$ cat src/rtl/twb_pkg.sv
package twb_pkg;
  localparam int PTR_W = 15;
  localparam logic [3:0] DEV_TYPE = 4'b1010;

  typedef enum logic [2:0] {
    ST_IDLE,
    ST_DEV,
    ST_AHI,
    ST_ALO,
    ST_WR,
    ST_RD
  } twb_state_e;
endpackage

$ cat src/rtl/twb_sync.sv
module twb_sync #(
  parameter int W      = 2,
  parameter int STAGES = 2
) (
  input  logic         clk,
  input  logic         rst_n,
  input  logic [W-1:0] d,
  output logic [W-1:0] q
);
  logic [W-1:0] stg [STAGES];

  always_ff @(posedge clk or negedge rst_n) begin
    if (!rst_n) begin
      for (int i = 0; i < STAGES; i++) stg[i] <= '1;
    end else begin
      stg[0] <= d;
      for (int i = 1; i < STAGES; i++) stg[i] <= stg[i-1];
    end
  end

  assign q = stg[STAGES-1];
endmodule

$ cat src/rtl/twb_cond.sv
module twb_cond (
  input  logic clk,
  input  logic rst_n,
  input  logic scl_s,
  input  logic sda_s,
  output logic scl_rise,
  output logic scl_fall,
  output logic start_det,
  output logic stop_det
);
  logic scl_d, sda_d;

  always_ff @(posedge clk or negedge rst_n) begin
    if (!rst_n) begin
      scl_d <= 1'b1;
      sda_d <= 1'b1;
    end else begin
      scl_d <= scl_s;
      sda_d <= sda_s;
    end
  end

  assign scl_rise  = scl_s & ~scl_d;
  assign scl_fall  = ~scl_s & scl_d;
  assign start_det = scl_s & scl_d & sda_d & ~sda_s;
  assign stop_det  = scl_s & scl_d & ~sda_d & sda_s;
endmodule

$ cat src/rtl/twb_ram.sv
module twb_ram #(
  parameter int AW = 8
) (
  input  logic          clk,
  input  logic          we,
  input  logic [AW-1:0] waddr,
  input  logic [7:0]    wdata,
  input  logic [AW-1:0] raddr,
  output logic [7:0]    rdata
);
  localparam int DEPTH = 1 << AW;
  logic [7:0] mem [DEPTH];

  always_ff @(posedge clk) begin
    if (we) mem[waddr] <= wdata;
    rdata <= mem[raddr];
  end
endmodule

$ cat src/rtl/twb_bank_mem.sv
module twb_bank_mem
  import twb_pkg::*;
#(
  parameter int IDX_AW      = 8,
  parameter int SYNC_STAGES = 2
) (
  input  logic       clk,
  input  logic       rst_n,
  input  logic       scl_i,
  input  logic       sda_i,
  output logic       sda_oe,
  input  logic [1:0] sel_i,
  input  logic       wp_i
);
  localparam int LOW_W = IDX_AW - 1;

  // reset: asserted asynchronously, released on the clock
  logic [1:0] rst_pipe;
  logic       rst_q;
  always_ff @(posedge clk or negedge rst_n) begin
    if (!rst_n) rst_pipe <= '0;
    else        rst_pipe <= {rst_pipe[0], 1'b1};
  end
  assign rst_q = rst_pipe[1];

  logic [1:0] sync_q;
  logic scl_s, sda_s, scl_rise, scl_fall, start_det, stop_det;

  twb_sync #(.W(2), .STAGES(SYNC_STAGES)) u_sync (
    .clk(clk), .rst_n(rst_q), .d({scl_i, sda_i}), .q(sync_q)
  );
  assign scl_s = sync_q[1];
  assign sda_s = sync_q[0];

  twb_cond u_cond (
    .clk(clk), .rst_n(rst_q), .scl_s(scl_s), .sda_s(sda_s),
    .scl_rise(scl_rise), .scl_fall(scl_fall),
    .start_det(start_det), .stop_det(stop_det)
  );

  twb_state_e       st_q, st_d;
  logic [3:0]       cnt_q, cnt_d;
  logic [7:0]       shreg_q, shreg_d, obyte_q, obyte_d;
  logic [PTR_W-1:0] ptr_q, ptr_d;
  logic [6:0]       ahi_q, ahi_d;
  logic             bank_q, bank_d, rw_q, rw_d, ack_q, ack_d;
  logic             mack_q, mack_d, oe_q, oe_d;
  logic             mem_we;
  logic [7:0]       rx_byte, rdata;
  logic [IDX_AW-1:0] mem_addr;

  assign rx_byte  = {shreg_q[6:0], sda_s};
  assign mem_addr = {bank_q, ptr_q[LOW_W-1:0]};

  twb_ram #(.AW(IDX_AW)) u_ram (
    .clk(clk), .we(mem_we), .waddr(mem_addr), .wdata(rx_byte),
    .raddr(mem_addr), .rdata(rdata)
  );

  always_comb begin
    st_d = st_q;  cnt_d = cnt_q;  shreg_d = shreg_q;  obyte_d = obyte_q;
    ptr_d = ptr_q;  ahi_d = ahi_q;  bank_d = bank_q;  rw_d = rw_q;
    ack_d = ack_q;  mack_d = mack_q;  oe_d = oe_q;  mem_we = 1'b0;
    if (start_det) begin
      st_d = ST_DEV;  cnt_d = '0;  oe_d = 1'b0;
    end else if (stop_det) begin
      st_d = ST_IDLE; cnt_d = '0;  oe_d = 1'b0;
    end else if (scl_rise) begin
      case (st_q)
        ST_IDLE: ;
        ST_RD: begin
          if (cnt_q < 4'd9)  cnt_d = cnt_q + 4'd1;
          if (cnt_q == 4'd7) ptr_d = ptr_q + 15'd1;
          if (cnt_q == 4'd8) mack_d = ~sda_s;
        end
        default: begin
          if (cnt_q < 4'd9) cnt_d = cnt_q + 4'd1;
          if (cnt_q < 4'd8) shreg_d = rx_byte;
          if (cnt_q == 4'd7) begin
            ack_d = 1'b1;
            case (st_q)
              ST_DEV: begin
                if (rx_byte[7:4] == DEV_TYPE && rx_byte[3:2] == sel_i) begin
                  bank_d = rx_byte[1];
                  rw_d   = rx_byte[0];
                end else begin
                  st_d  = ST_IDLE;
                  ack_d = 1'b0;
                end
              end
              ST_AHI: ahi_d = rx_byte[6:0];
              ST_ALO: ptr_d = {ahi_q, rx_byte};
              ST_WR: begin
                if (wp_i) ack_d = 1'b0;
                else begin
                  mem_we = 1'b1;
                  ptr_d  = ptr_q + 15'd1;
                end
              end
              default: ;
            endcase
          end
        end
      endcase
    end else if (scl_fall) begin
      case (st_q)
        ST_IDLE: ;
        ST_RD: begin
          if (cnt_q == 4'd9) begin
            cnt_d = '0;
            if (mack_q) begin
              obyte_d = rdata;
              oe_d    = ~rdata[7];
            end else begin
              oe_d = 1'b0;
              st_d = ST_IDLE;
            end
          end else if (cnt_q == 4'd8) begin
            oe_d = 1'b0;
          end else if (cnt_q != 4'd0) begin
            obyte_d = {obyte_q[6:0], 1'b0};
            oe_d    = ~obyte_q[6];
          end
        end
        default: begin
          if (cnt_q == 4'd8) oe_d = ack_q;
          else if (cnt_q == 4'd9) begin
            oe_d  = 1'b0;
            cnt_d = '0;
            if (!ack_q) st_d = ST_IDLE;
            else begin
              case (st_q)
                ST_DEV: begin
                  if (rw_q) begin
                    st_d    = ST_RD;
                    obyte_d = rdata;
                    oe_d    = ~rdata[7];
                  end else st_d = ST_AHI;
                end
                ST_AHI:  st_d = ST_ALO;
                ST_ALO:  st_d = ST_WR;
                default: st_d = st_q;
              endcase
            end
          end
        end
      endcase
    end
  end

  always_ff @(posedge clk or negedge rst_q) begin
    if (!rst_q) begin
      st_q <= ST_IDLE;  cnt_q <= '0;  shreg_q <= '0;  obyte_q <= '0;
      ptr_q <= '0;  ahi_q <= '0;  bank_q <= 1'b0;  rw_q <= 1'b0;
      ack_q <= 1'b0;  mack_q <= 1'b0;  oe_q <= 1'b0;
    end else begin
      st_q <= st_d;  cnt_q <= cnt_d;  shreg_q <= shreg_d;  obyte_q <= obyte_d;
      ptr_q <= ptr_d;  ahi_q <= ahi_d;  bank_q <= bank_d;  rw_q <= rw_d;
      ack_q <= ack_d;  mack_q <= mack_d;  oe_q <= oe_d;
    end
  end

  assign sda_oe = oe_q;
endmodule

$ cat config.mk
export PLATFORM = sky130hd
export DESIGN_NAME = twb_bank_mem
export DESIGN_NICKNAME = d
export VERILOG_FILES = /design/src/rtl/twb_pkg.sv /design/src/rtl/twb_sync.sv /design/src/rtl/twb_cond.sv /design/src/rtl/twb_ram.sv /design/src/rtl/twb_bank_mem.sv
export SDC_FILE = /design/constraint.sdc
export NUM_CORES = 2
export LEC_CHECK = 0
export ABC_AREA = 0
export ABC_CLOCK_PERIOD_IN_PS = 2400
export BUFFER_PORTS_ARGS = -buffer_cell sky130_fd_sc_hd__buf_2
export CAP_MARGIN = 20
export CORE_ASPECT_RATIO = 0.8
export CORE_MARGIN = 4
export CORE_UTILIZATION = 60
export CTS_CLUSTER_DIAMETER = 80
export DETAILED_ROUTE_END_ITERATION = 10
export MAX_ROUTING_LAYER = met4
export PLACE_DENSITY_LB_ADDON = 0.08
export SLEW_MARGIN = 20
export SYNTH_ARGS = -nofsm -noshare
export SYNTH_HDL_FRONTEND = slang
export SYNTH_HIERARCHICAL = 1
export SYNTH_SLANG_ARGS = --single-unit
$ cat constraint.sdc
create_clock -name clk -period 2.4 [get_ports clk]
set_input_delay 0.36 -clock clk [delete_from_list [all_inputs] [get_ports clk]]
set_output_delay 0.36 -clock clk [all_outputs]
set_load 0.03 [all_outputs]
==> reports/summary.txt <==
Status - finished, violations left
Violated checks - setup timing
Layout area overhead - 19.7%
Arr. time, crit path - 3.52 ns
Remaining DRCs - 0
Internal power - 0.0619 W
Non-Filler Instances - 6574
Pwr dens - 822 mW/mm²
Worst rel slew slack - 18.1%
Hold Fails Final Rpt - 0
Worst hold path depth - 5
Initial DRC count - 6072
Critical path startpoint category - register
Unrepaired setup endpoints after global routing - true
Final nets - 4652
Clk sink count - 2097
# fillers - 7692
Initial antenna violation count - 3
Worst hold path type - primary input to register
Port buffer count - 7
Met3 Usage GRT - 6.93%
FF+latch area - 0.0627 mm²
FF-to-FF End - u_ram/mem[221][0]$_DFFE_PP_
FF-to-FF Start - u_sync/q[0]$_DFF_PN1_
Post-detail-place hpwl - 132 mm
Std-Cell Rows - 120
Pre-CTS WS - -1.16 ns
Hold EP - ack_q$_DFFE_PN0P_
Clock latency on the worst-skew pair - 0.83 ns
Max Cap Viol - 0
Highest clock rate - 333 MHz
Initial Util - 60.8%
GR peak layer - met1
TritonRoute pass-1 iters - 6
Worst hold start - sel_i[1]
Power share of the clock group - 37.1%
Syn_area_per_cell - 20.7 µm²
Post-Syn Nets - 3971
Die span in x - 421 µm
Clk_skew - 0.0260 ns
Crit Path Class - register to register
Overall Power - 0.0805 W
Multi-input combinational cell area - 0.0192 mm²
Tot GR Track Use - 31.0%
Met2 usage - 45.0%
Least-Margin Pin Slew - 1.23 ns
Post-Syn Area - 0.0818 mm²
Minimum clock period - 3.00 ns
Dpl cells - 6158
Cells after Synth - 3959
Pin count of the biggest net entering global routing - 202
Grt ovf - 0
Maximum fanout along the worst path - 18
Seq pwr share - 55.4%
Core area - 0.135 mm²
Grt met1 use - 45.2%
Most common cell after layout, fill and taps aside - edfxtp_1
Crit end category - register
Die Span Y - 338 µm
CTS buffer count - 190
CP Data Required Time - 2.92 ns
Lkg Pwr - 30.7 nW
Main synth FF type - edfxtp_1
First-pass GRT wire length - 309 mm
Final WS setup - -0.599 ns
FF-to-FF setup slack - -0.60 ns
Most frequent cells in the layout - edfxtp_1, buf_4, mux4_2, clkbuf_16, nor2_1
CTS Buffer Depth - 3
Vias - 44000
H-Tree Depth - 4
Post-synth EDFFs - 2048
Psw - 0.0186 W
Unique cell type count in the Yosys netlist - 73
Post-synth ARST share - 1.96%
Endpoints failing setup - 2170
Vias per cell - 6.69
Final wirelength - 210 mm
I/O pins - 8
Max-slew violations - 0
Layout cell share with drive strength beyond 1 - 36.5%
Wire per inst - 32.0 µm
Seq/Total Area, Yosys - 76.6%
Worst VDD drop - 997 µV
DIE AREA - 0.142 mm²
Post-layout util - 72.8%
Root buf cell - clkbuf_16
Clk slew on worst S/H paths - 0.06 ns
Logic pwr share - 7.5%
R2r worst-path depth - 10
Sw Share - 23.1%
Final Cycle Share - 125%
Antenna-violating nets left - 0
Synthesis warning total - 6
GP Congestion - 0.935
Number of global-route vias before repair - 43900
TritonCTS clock tree - built
FF+latch count, synth - 2097
[synthesized netlist by cell type (32+ instances only)]
cell type / instances / share of area, %
a21oi_1: 104 / 0.64
a22oi_1: 134 / 1.2
buf_2: 33 / 0.20
buf_4: 32 / 0.29
clkbuf_1: 114 / 0.52
dfrtp_1: 35 / 1.1
edfxtp_1: 2048 / 75
mux2i_1: 137 / 1.7
mux4_2: 454 / 12
nand2_1: 50 / 0.23
nand3_1: 41 / 0.25
nor2_1: 299 / 1.4
nor2b_1: 36 / 0.28
o221ai_1: 46 / 0.49
[through the flow]
step / hold WS [ns] / instance area, µm² / setup TNS, ns
2_1_floorplan: 0.0644 / 82700 / -1967.46
4_1_cts: 0.106 / 97800 / -953.77
5_1_grt: 0.158 / 98000 / -1177.89
3_3_place_gp: 0.147 / 89900 / -1063.67
6_report: 0.171 / 98000 / -982.09
3_5_place_dp: 0.150 / 89900 / -1107.96
[flip-flops by register name, summed over array words and instances, names as in the netlist]
signal,flops
ack_q,1
bank_q,1
cnt_q,4
mack_q,1
obyte_q,7
ptr_q,7
rst_pipe,2
rw_q,1
sda_oe,1
shreg_q,7
st_q,3
u_cond/scl_d,1
u_cond/sda_d,1
u_ram/mem,2048
u_ram/rdata,8
u_sync/q,2
u_sync/stg,2
[worst max-delay path: stages (launching register included)]
cell and delay (ns):
dfstp_4 0.62, and4b_1 0.21, or3b_4 0.40, nor2_4 0.13, nand2_2 0.07, nor4_4 0.19, buf_12 0.21, nand4_1 0.20
buf_4 0.27, nor2_1 0.15, buf_4 0.21
[power by group through the flow]
stage	combinational [W]	clock, W	sequential, W
finish	0.00607	0.0299	0.0446
global route	0.00659	0.0320	0.0446
floorplan	0.000784	0	0.0472
global placement	0.00578	0	0.0453
detailed placement	0.00615	0	0.0453
CTS	0.00616	0.0303	0.0446
[area by class of cell]
| class | count | share of cell area, % |
|---|---|---|
| antenna | 3 | 0.00766 |
| clock buffer | 238 | 5.14 |
| clock inverter | 116 | 1.10 |
| inverter | 8 | 0.0306 |
| multi-input combinational | 1611 | 19.6 |
| sequential | 2097 | 64.0 |
| tap | 1769 | 2.26 |
| timing repair buffer | 732 | 7.82 |
[worst max-delay path by stage]
stage / endpoint / cells after the start / startpoint / slack [ns]
after floorplan: u_ram/mem[207][0]$_DFFE_PP_ / 10 / u_sync/q[0]$_DFF_PN1_ / -1.12
after global placement: u_ram/rdata[0]$_DFF_P_ / 9 / ptr_q[0]$_DFFE_PN0P_ / -1.12
after detailed placement: u_ram/rdata[7]$_DFF_P_ / 8 / ptr_q[0]$_DFFE_PN0P_ / -1.16
after CTS: u_ram/mem[51][2]$_DFFE_PP_ / 10 / u_sync/q[0]$_DFF_PN1_ / -0.59
after global routing: u_ram/mem[93][0]$_DFFE_PP_ / 10 / u_sync/q[0]$_DFF_PN1_ / -0.68
final: u_ram/mem[221][0]$_DFFE_PP_ / 10 / u_sync/q[0]$_DFF_PN1_ / -0.60
[timing repair]
item                                     CTS  global route
gates cloned                              10             1
resized for setup                        224            44
hold buffers                               5             0
buffers inserted                          42             3
hold endpoints to repair                   5             0
endpoints found under the setup margin  2163          2191
pin swaps                                 46             3
[kinds of logic (layout without fill, tap and decap cells)]
group           after synthesis  after routing  synth area share (%)
simple gates                551            551                  3.14
compound gates              435            435                  3.70
other cells                   1              4               0.00458
xor+xnor                      2              2                0.0214
mux                         617            617                  14.6
fa+ha+maj                     5              5                0.0765
buf+inv                     251           1094                  1.88
flops                      2097           2097                  76.6
[layer usage]
metal / up-vias / routed length (µm)
met4: 0 / 5460
li1: 17900 / -
met2: 2605 / 98700
met3: 326 / 22300
met1: 23100 / 83900
met5: - / 0
Note: power is estimated with default switching activity, not from simulation.
